### src/rtl/dap_pkg.sv
package dap_pkg;

  // Width of one domain mode field; the decision logic is written for 2 bits.
  localparam int MODE_W = 2;

  typedef enum logic [MODE_W-1:0] {
    DM_DENY    = 2'b00,
    DM_CLIENT  = 2'b01,
    DM_RSVD    = 2'b10,
    DM_MANAGER = 2'b11
  } domMode_e;

  typedef enum logic [1:0] {
    AP_NONE    = 2'b00,
    AP_PRIV    = 2'b01,
    AP_USER_RO = 2'b10,
    AP_FULL    = 2'b11
  } apCode_e;

  // Strobes from the control module to the datapath.
  typedef struct packed {
    logic capture;
    logic allow;
    logic domFault;
    logic permFault;
  } verdictStrobes_t;

endpackage

### src/rtl/dap_control.sv
module dap_control
  import dap_pkg::*;
(
  input  logic              accValid,
  input  logic [MODE_W-1:0] selMode,
  input  logic [1:0]        accAp,
  input  logic              accPriv,
  input  logic              accWrite,
  output verdictStrobes_t   strobes
);

  domMode_e modeNow;
  apCode_e  apNow;
  logic     apGrants;

  assign modeNow = domMode_e'(selMode);
  assign apNow   = apCode_e'(accAp);

  // Client-mode permission lookup from the AP code.
  always_comb begin
    unique case (apNow)
      AP_FULL:    apGrants = 1'b1;
      AP_PRIV:    apGrants = accPriv;
      AP_USER_RO: apGrants = accPriv | ~accWrite;
      default:    apGrants = 1'b0;
    endcase
  end

  // The domain mode is decided first; a domain fault masks the AP check.
  always_comb begin
    strobes           = '0;
    strobes.capture   = accValid;
    if (accValid) begin
      unique case (modeNow)
        DM_MANAGER: strobes.allow = 1'b1;
        DM_CLIENT: begin
          strobes.allow     = apGrants;
          strobes.permFault = ~apGrants;
        end
        default:    strobes.domFault = 1'b1;
      endcase
    end
  end

endmodule

### src/rtl/dap_datapath.sv
module dap_datapath
  import dap_pkg::*;
#(
  parameter int NUM_DOMAINS = 16,
  localparam int IDX_W = $clog2(NUM_DOMAINS),
  localparam int REG_W = NUM_DOMAINS * MODE_W
) (
  input  logic              clk,
  input  logic              rst_n,
  input  logic              cfgWrEn,
  input  logic [REG_W-1:0]  cfgWrData,
  input  logic [IDX_W-1:0]  accDomain,
  input  verdictStrobes_t   strobes,
  output logic [MODE_W-1:0] selMode,
  output logic              resValid,
  output logic              resAllow,
  output logic              resDomFault,
  output logic              resPermFault
);

  logic [REG_W-1:0]  ctlWord;
  logic [MODE_W-1:0] modeField [NUM_DOMAINS];

  // Domain control word; all-zero reset denies every domain.
  always_ff @(posedge clk) begin
    if (!rst_n)       ctlWord <= '0;
    else if (cfgWrEn) ctlWord <= cfgWrData;
  end

  // Slice the word into one mode field per domain.
  for (genvar g = 0; g < NUM_DOMAINS; g++) begin : g_field
    assign modeField[g] = ctlWord[g*MODE_W +: MODE_W];
  end

  assign selMode = modeField[accDomain];

  // Result register, one cycle after the strobe.
  always_ff @(posedge clk) begin
    if (!rst_n) begin
      resValid     <= 1'b0;
      resAllow     <= 1'b0;
      resDomFault  <= 1'b0;
      resPermFault <= 1'b0;
    end else begin
      resValid     <= strobes.capture;
      resAllow     <= strobes.capture & strobes.allow;
      resDomFault  <= strobes.capture & strobes.domFault;
      resPermFault <= strobes.capture & strobes.permFault;
    end
  end

  // a result carries exactly one outcome.
  p_one_outcome_r11: assert property (@(posedge clk) disable iff (!rst_n)
    resValid |-> $countones({resAllow, resDomFault, resPermFault}) == 1);

  // flags stay low without a result.
  p_idle_quiet_r10: assert property (@(posedge clk) disable iff (!rst_n)
    !resValid |-> !(resAllow | resDomFault | resPermFault));

  // a write is in the word one edge later.
  p_write_lands_r12: assert property (@(posedge clk) disable iff (!rst_n)
    cfgWrEn |=> ctlWord == $past(cfgWrData));

  // the manager mode seen by the access leads to allow.
  p_manager_allow_r4: assert property (@(posedge clk) disable iff (!rst_n)
    (strobes.capture && selMode == DM_MANAGER) |=> resAllow);

  // an even mode value seen by the access leads to a domain fault.
  p_even_mode_fault_r2: assert property (@(posedge clk) disable iff (!rst_n)
    (strobes.capture && !selMode[0]) |=> resDomFault);

endmodule

### src/rtl/domain_access_gate.sv
module domain_access_gate
  import dap_pkg::*;
#(
  parameter int NUM_DOMAINS = 16,
  localparam int IDX_W = $clog2(NUM_DOMAINS),
  localparam int REG_W = NUM_DOMAINS * MODE_W
) (
  input  logic             clk,
  input  logic             rst_n,
  input  logic             cfgWrEn,
  input  logic [REG_W-1:0] cfgWrData,
  input  logic             accValid,
  input  logic [IDX_W-1:0] accDomain,
  input  logic [1:0]       accAp,
  input  logic             accPriv,
  input  logic             accWrite,
  output logic             resValid,
  output logic             resAllow,
  output logic             resDomFault,
  output logic             resPermFault
);

  verdictStrobes_t   strobes;
  logic [MODE_W-1:0] selMode;

  dap_control u_ctrl (
    .accValid (accValid),
    .selMode  (selMode),
    .accAp    (accAp),
    .accPriv  (accPriv),
    .accWrite (accWrite),
    .strobes  (strobes)
  );

  dap_datapath #(.NUM_DOMAINS(NUM_DOMAINS)) u_dp (
    .clk          (clk),
    .rst_n        (rst_n),
    .cfgWrEn      (cfgWrEn),
    .cfgWrData    (cfgWrData),
    .accDomain    (accDomain),
    .strobes      (strobes),
    .selMode      (selMode),
    .resValid     (resValid),
    .resAllow     (resAllow),
    .resDomFault  (resDomFault),
    .resPermFault (resPermFault)
  );

  // a result follows each strobe by exactly one cycle.
  p_latency_r10: assert property (@(posedge clk) disable iff (!rst_n)
    accValid |=> resValid);

endmodule

### config.mk
export PLATFORM = sky130hd
export DESIGN_NAME = domain_access_gate
export DESIGN_NICKNAME = d
export VERILOG_FILES = /design/src/rtl/dap_pkg.sv /design/src/rtl/dap_control.sv /design/src/rtl/dap_datapath.sv /design/src/rtl/domain_access_gate.sv
export SDC_FILE = /design/constraint.sdc
export NUM_CORES = 1
export LEC_CHECK = 0
export BUFFER_PORTS_ARGS = -buffer_cell sky130_fd_sc_hd__buf_2
export CAP_MARGIN = 10
export CORE_ASPECT_RATIO = 1.2
export CORE_UTILIZATION = 45
export CTS_CLUSTER_DIAMETER = 80
export DETAILED_ROUTE_END_ITERATION = 8
export HOLD_SLACK_MARGIN = 0.15
export PLACE_DENSITY = 0.77
export SLEW_MARGIN = 20
export SYNTH_ARGS = -nofsm -noshare
export SYNTH_HDL_FRONTEND = slang
export SYNTH_HIERARCHICAL = 1
export SYNTH_SLANG_ARGS = --single-unit
### constraint.sdc
create_clock -name clk -period 1.6 [get_ports clk]
set_clock_uncertainty 0.05 [all_clocks]
set_input_delay 0.16 -clock clk [delete_from_list [all_inputs] [get_ports clk]]
set_output_delay 0.16 -clock clk [all_outputs]
set_load 0.01 [all_outputs]
==> impl_metrics.json <==
{
  "fin_nets": 265,
  "p_per_area_mw_per_mm2": 843,
  "use_met1_pct": 23.0,
  "numPortBuffers": 47,
  "async_flop_share_pct": 0,
  "min_path_cells": 2,
  "grt_util_met3_pct": 5.17,
  "critical_path_class": "reg2reg",
  "fmax_mhz": 624,
  "tightest_slew_ns": 0.474,
  "clk_pin_slew_ns": 0.07,
  "cts_max_path_buffers": 2,
  "num_vias": 1300,
  "coreArea_mm2": 0.00340,
  "h-tree-depth": 2,
  "postRouteAntennaNets": 0,
  "final_hold_viol_count": 0,
  "cts_tree": "built",
  "cp.arrival_ns": 1.74,
  "globalplace.congestion": 0.752,
  "ys_seq_area_share_pct": 44.5,
  "grtUsageMet2_pct": 35.3,
  "initial_core_util_pct": 47.7,
  "die-width_um": 56.8,
  "dp_slack_ns": -0.173,
  "drive_above_1_share_pct": 32.0,
  "hold_path.class": "in2reg",
  "timing.final.crit_share_pct": 100,
  "die-area_mm2": 0.00384,
  "antenna_found_initial": 0,
  "post-route-min-period_ns": 1.60,
  "top_usage_layer": "met2",
  "rsz0062_at_grt": "yes",
  "drc_errors": 10,
  "place_hpwl_um": 2320,
  "violations": "DRC, setup timing",
  "placedCellCount": 216,
  "avgRoutedWirePerCell_um": 14.8,
  "setup_viol": 1,
  "r2r_cells": 6,
  "grt_pass1_wl_um": 5680,
  "maxCapViolations": 0,
  "grt_pass1_vias": 1222,
  "detail_route.iter0.violations": 42,
  "required_ns": 1.74,
  "avgSynthCellArea_um2": 11.6,
  "slew_violations": 0,
  "startpoint_type": "flip-flop",
  "ys_types": 19,
  "grt_start_max_net_pins": 37,
  "yosysMostFrequentCell": "dfxtp_1",
  "ir_drop_uv": 580,
  "grt-ovfl-total": 0,
  "max-slew-margin-rel_pct": 68.4,
  "cts.sinks": 36,
  "grt_use_total_pct": 20.5,
  "synth_edf_count": 0,
  "outcome": "complete, but fails checks",
  "instances_no_fill": 259,
  "syn_inst": 140,
  "synth_top_cell_by_area": "dfxtp_1",
  "setup_ws_ns": -0.00194,
  "yosys-top-cells-count": "36 x dfxtp_1, 35 x nor2b_1, 32 x mux2i_1",
  "synthTopCellsByArea": "dfxtp_1 45%, mux2i_1 20%, nor2b_1 14%",
  "io_pins": 48,
  "critPathCaptureType": "flip-flop",
  "cts-buffers-inserted": 5,
  "synthFlopType": "dfxtp_1",
  "p_leak_uw": 0.00109,
  "syn-cell-area_mm2": 0.00162,
  "clk_latency_ns": 0.29,
  "rows": 23,
  "synthesis.nets": 184,
  "diodes": 0,
  "synth_top_area_share_pct": 44.5,
  "fillers": 254,
  "area_growth_pct": 44.8,
  "cts_root_buf": "clkbuf_8",
  "yosysWarnings": 6,
  "die_h_um": 67.7,
  "cp_max_fo": 2,
  "ys_ff_latch": 36,
  "firstDrtPassIters": 6,
  "via_per_inst": 5.02,
  "routed_wirelength_um": 3850
}
==> per-stage QoR <==
stage	hold slack [ns]	total power, uW	TNS [ns]	util, %	area (um^2)
floorplan	0.238	1150	0	-	1620
global placement	0.367	1230	-0.208	55.2	1880
detailed placement	0.377	1240	-0.288	55.2	1880
CTS	0.160	1980	0	67.6	2290
global route	0.342	2070	-0.0709	69.0	2340
finish	0.310	1980	-0.00194	69.0	2340
==> flip-flops by register name (all words and copies together) (netlist names) <==
name	flops
u_dp/resPermFault	1
u_dp/resValid	1
u_dp/ctlWord	32
u_dp/resAllow	1
u_dp/resDomFault	1
==> cell families after synthesis <==
kind of cell | share of synthesized area [%]
buffers and inverters | 3.25
flip-flops | 44.5
AND/OR/NAND/NOR | 18.5
AO/OA/AOI/OAI | 1.85
multiplexers | 31.8
==> path summary, 6_finish.rpt <==
path,start,slack (ns),endpoint
max,u_dp/ctlWord[4]$_SDFFE_PN0P_,-0.002,u_dp/resAllow$_SDFF_PN0_
min,rst_n,0.31,u_dp/ctlWord[4]$_SDFFE_PN0P_
max reg2reg,u_dp/ctlWord[4]$_SDFFE_PN0P_,-0.002,u_dp/resAllow$_SDFF_PN0_
min reg2reg,u_dp/ctlWord[25]$_SDFFE_PN0P_,0.47,u_dp/ctlWord[25]$_SDFFE_PN0P_
==> layout by cell type (no fill, tap or decap), types with 3 or more instances in the layout <==
cell and n:
nor2b_1 35, mux2i_1 32, dfxtp_1 34, mux4_1 4
dlygate4sd3_1 33, buf_2 47, clkbuf_8 6, mux4_2 4
buf_4 3, and3_1 3
==> area by class of cell <==
type / count / area (um^2) / share of cell area [%]
Sequential cell: 36 / 723 / 30.8
Timing Repair Buffer: 84 / 608 / 25.9
Clock buffer: 7 / 86.3 / 3.68
Clock inverter: 1 / 7.51 / 0.320
Tap cell: 37 / 46.3 / 1.97
Multi-Input combinational cell: 94 / 873 / 37.2
==> what timing repair did <==
action,4_1_cts,5_1_grt
hold buffers,32,1
endpoints found under the hold margin,35,1
setup buffers,0,2
resized for setup,1,7
pin swaps,0,5
setup endpoints to repair,1,2
cloned,0,0
==> critical path, cell delays in order, from the launching register on <==
cell,delay (ns)
dfxtp_2,0.33
mux4_2,0.46
a22oi_2,0.20
nand3_2,0.10
nand2_2,0.09
o21ba_1,0.14
and3_1,0.13
==> per-layer routing <==
metal	up-vias	part of all wire (%)	wire (um)
met5	-	0	0
met4	0	2.2	83
met3	7	4.6	177
met2	37	53	2030
met1	610	40	1550
li1	646	-	-
==> where the power goes <==
part | switching [uW] | internal, uW | leakage, uW | total, uW
Clock | 324 | 350 | 0.0000445 | 674
Sequential | 27.5 | 948 | 0.000298 | 975
Combinational | 126 | 202 | 0.000753 | 328
(Power assumes the default switching activity.)
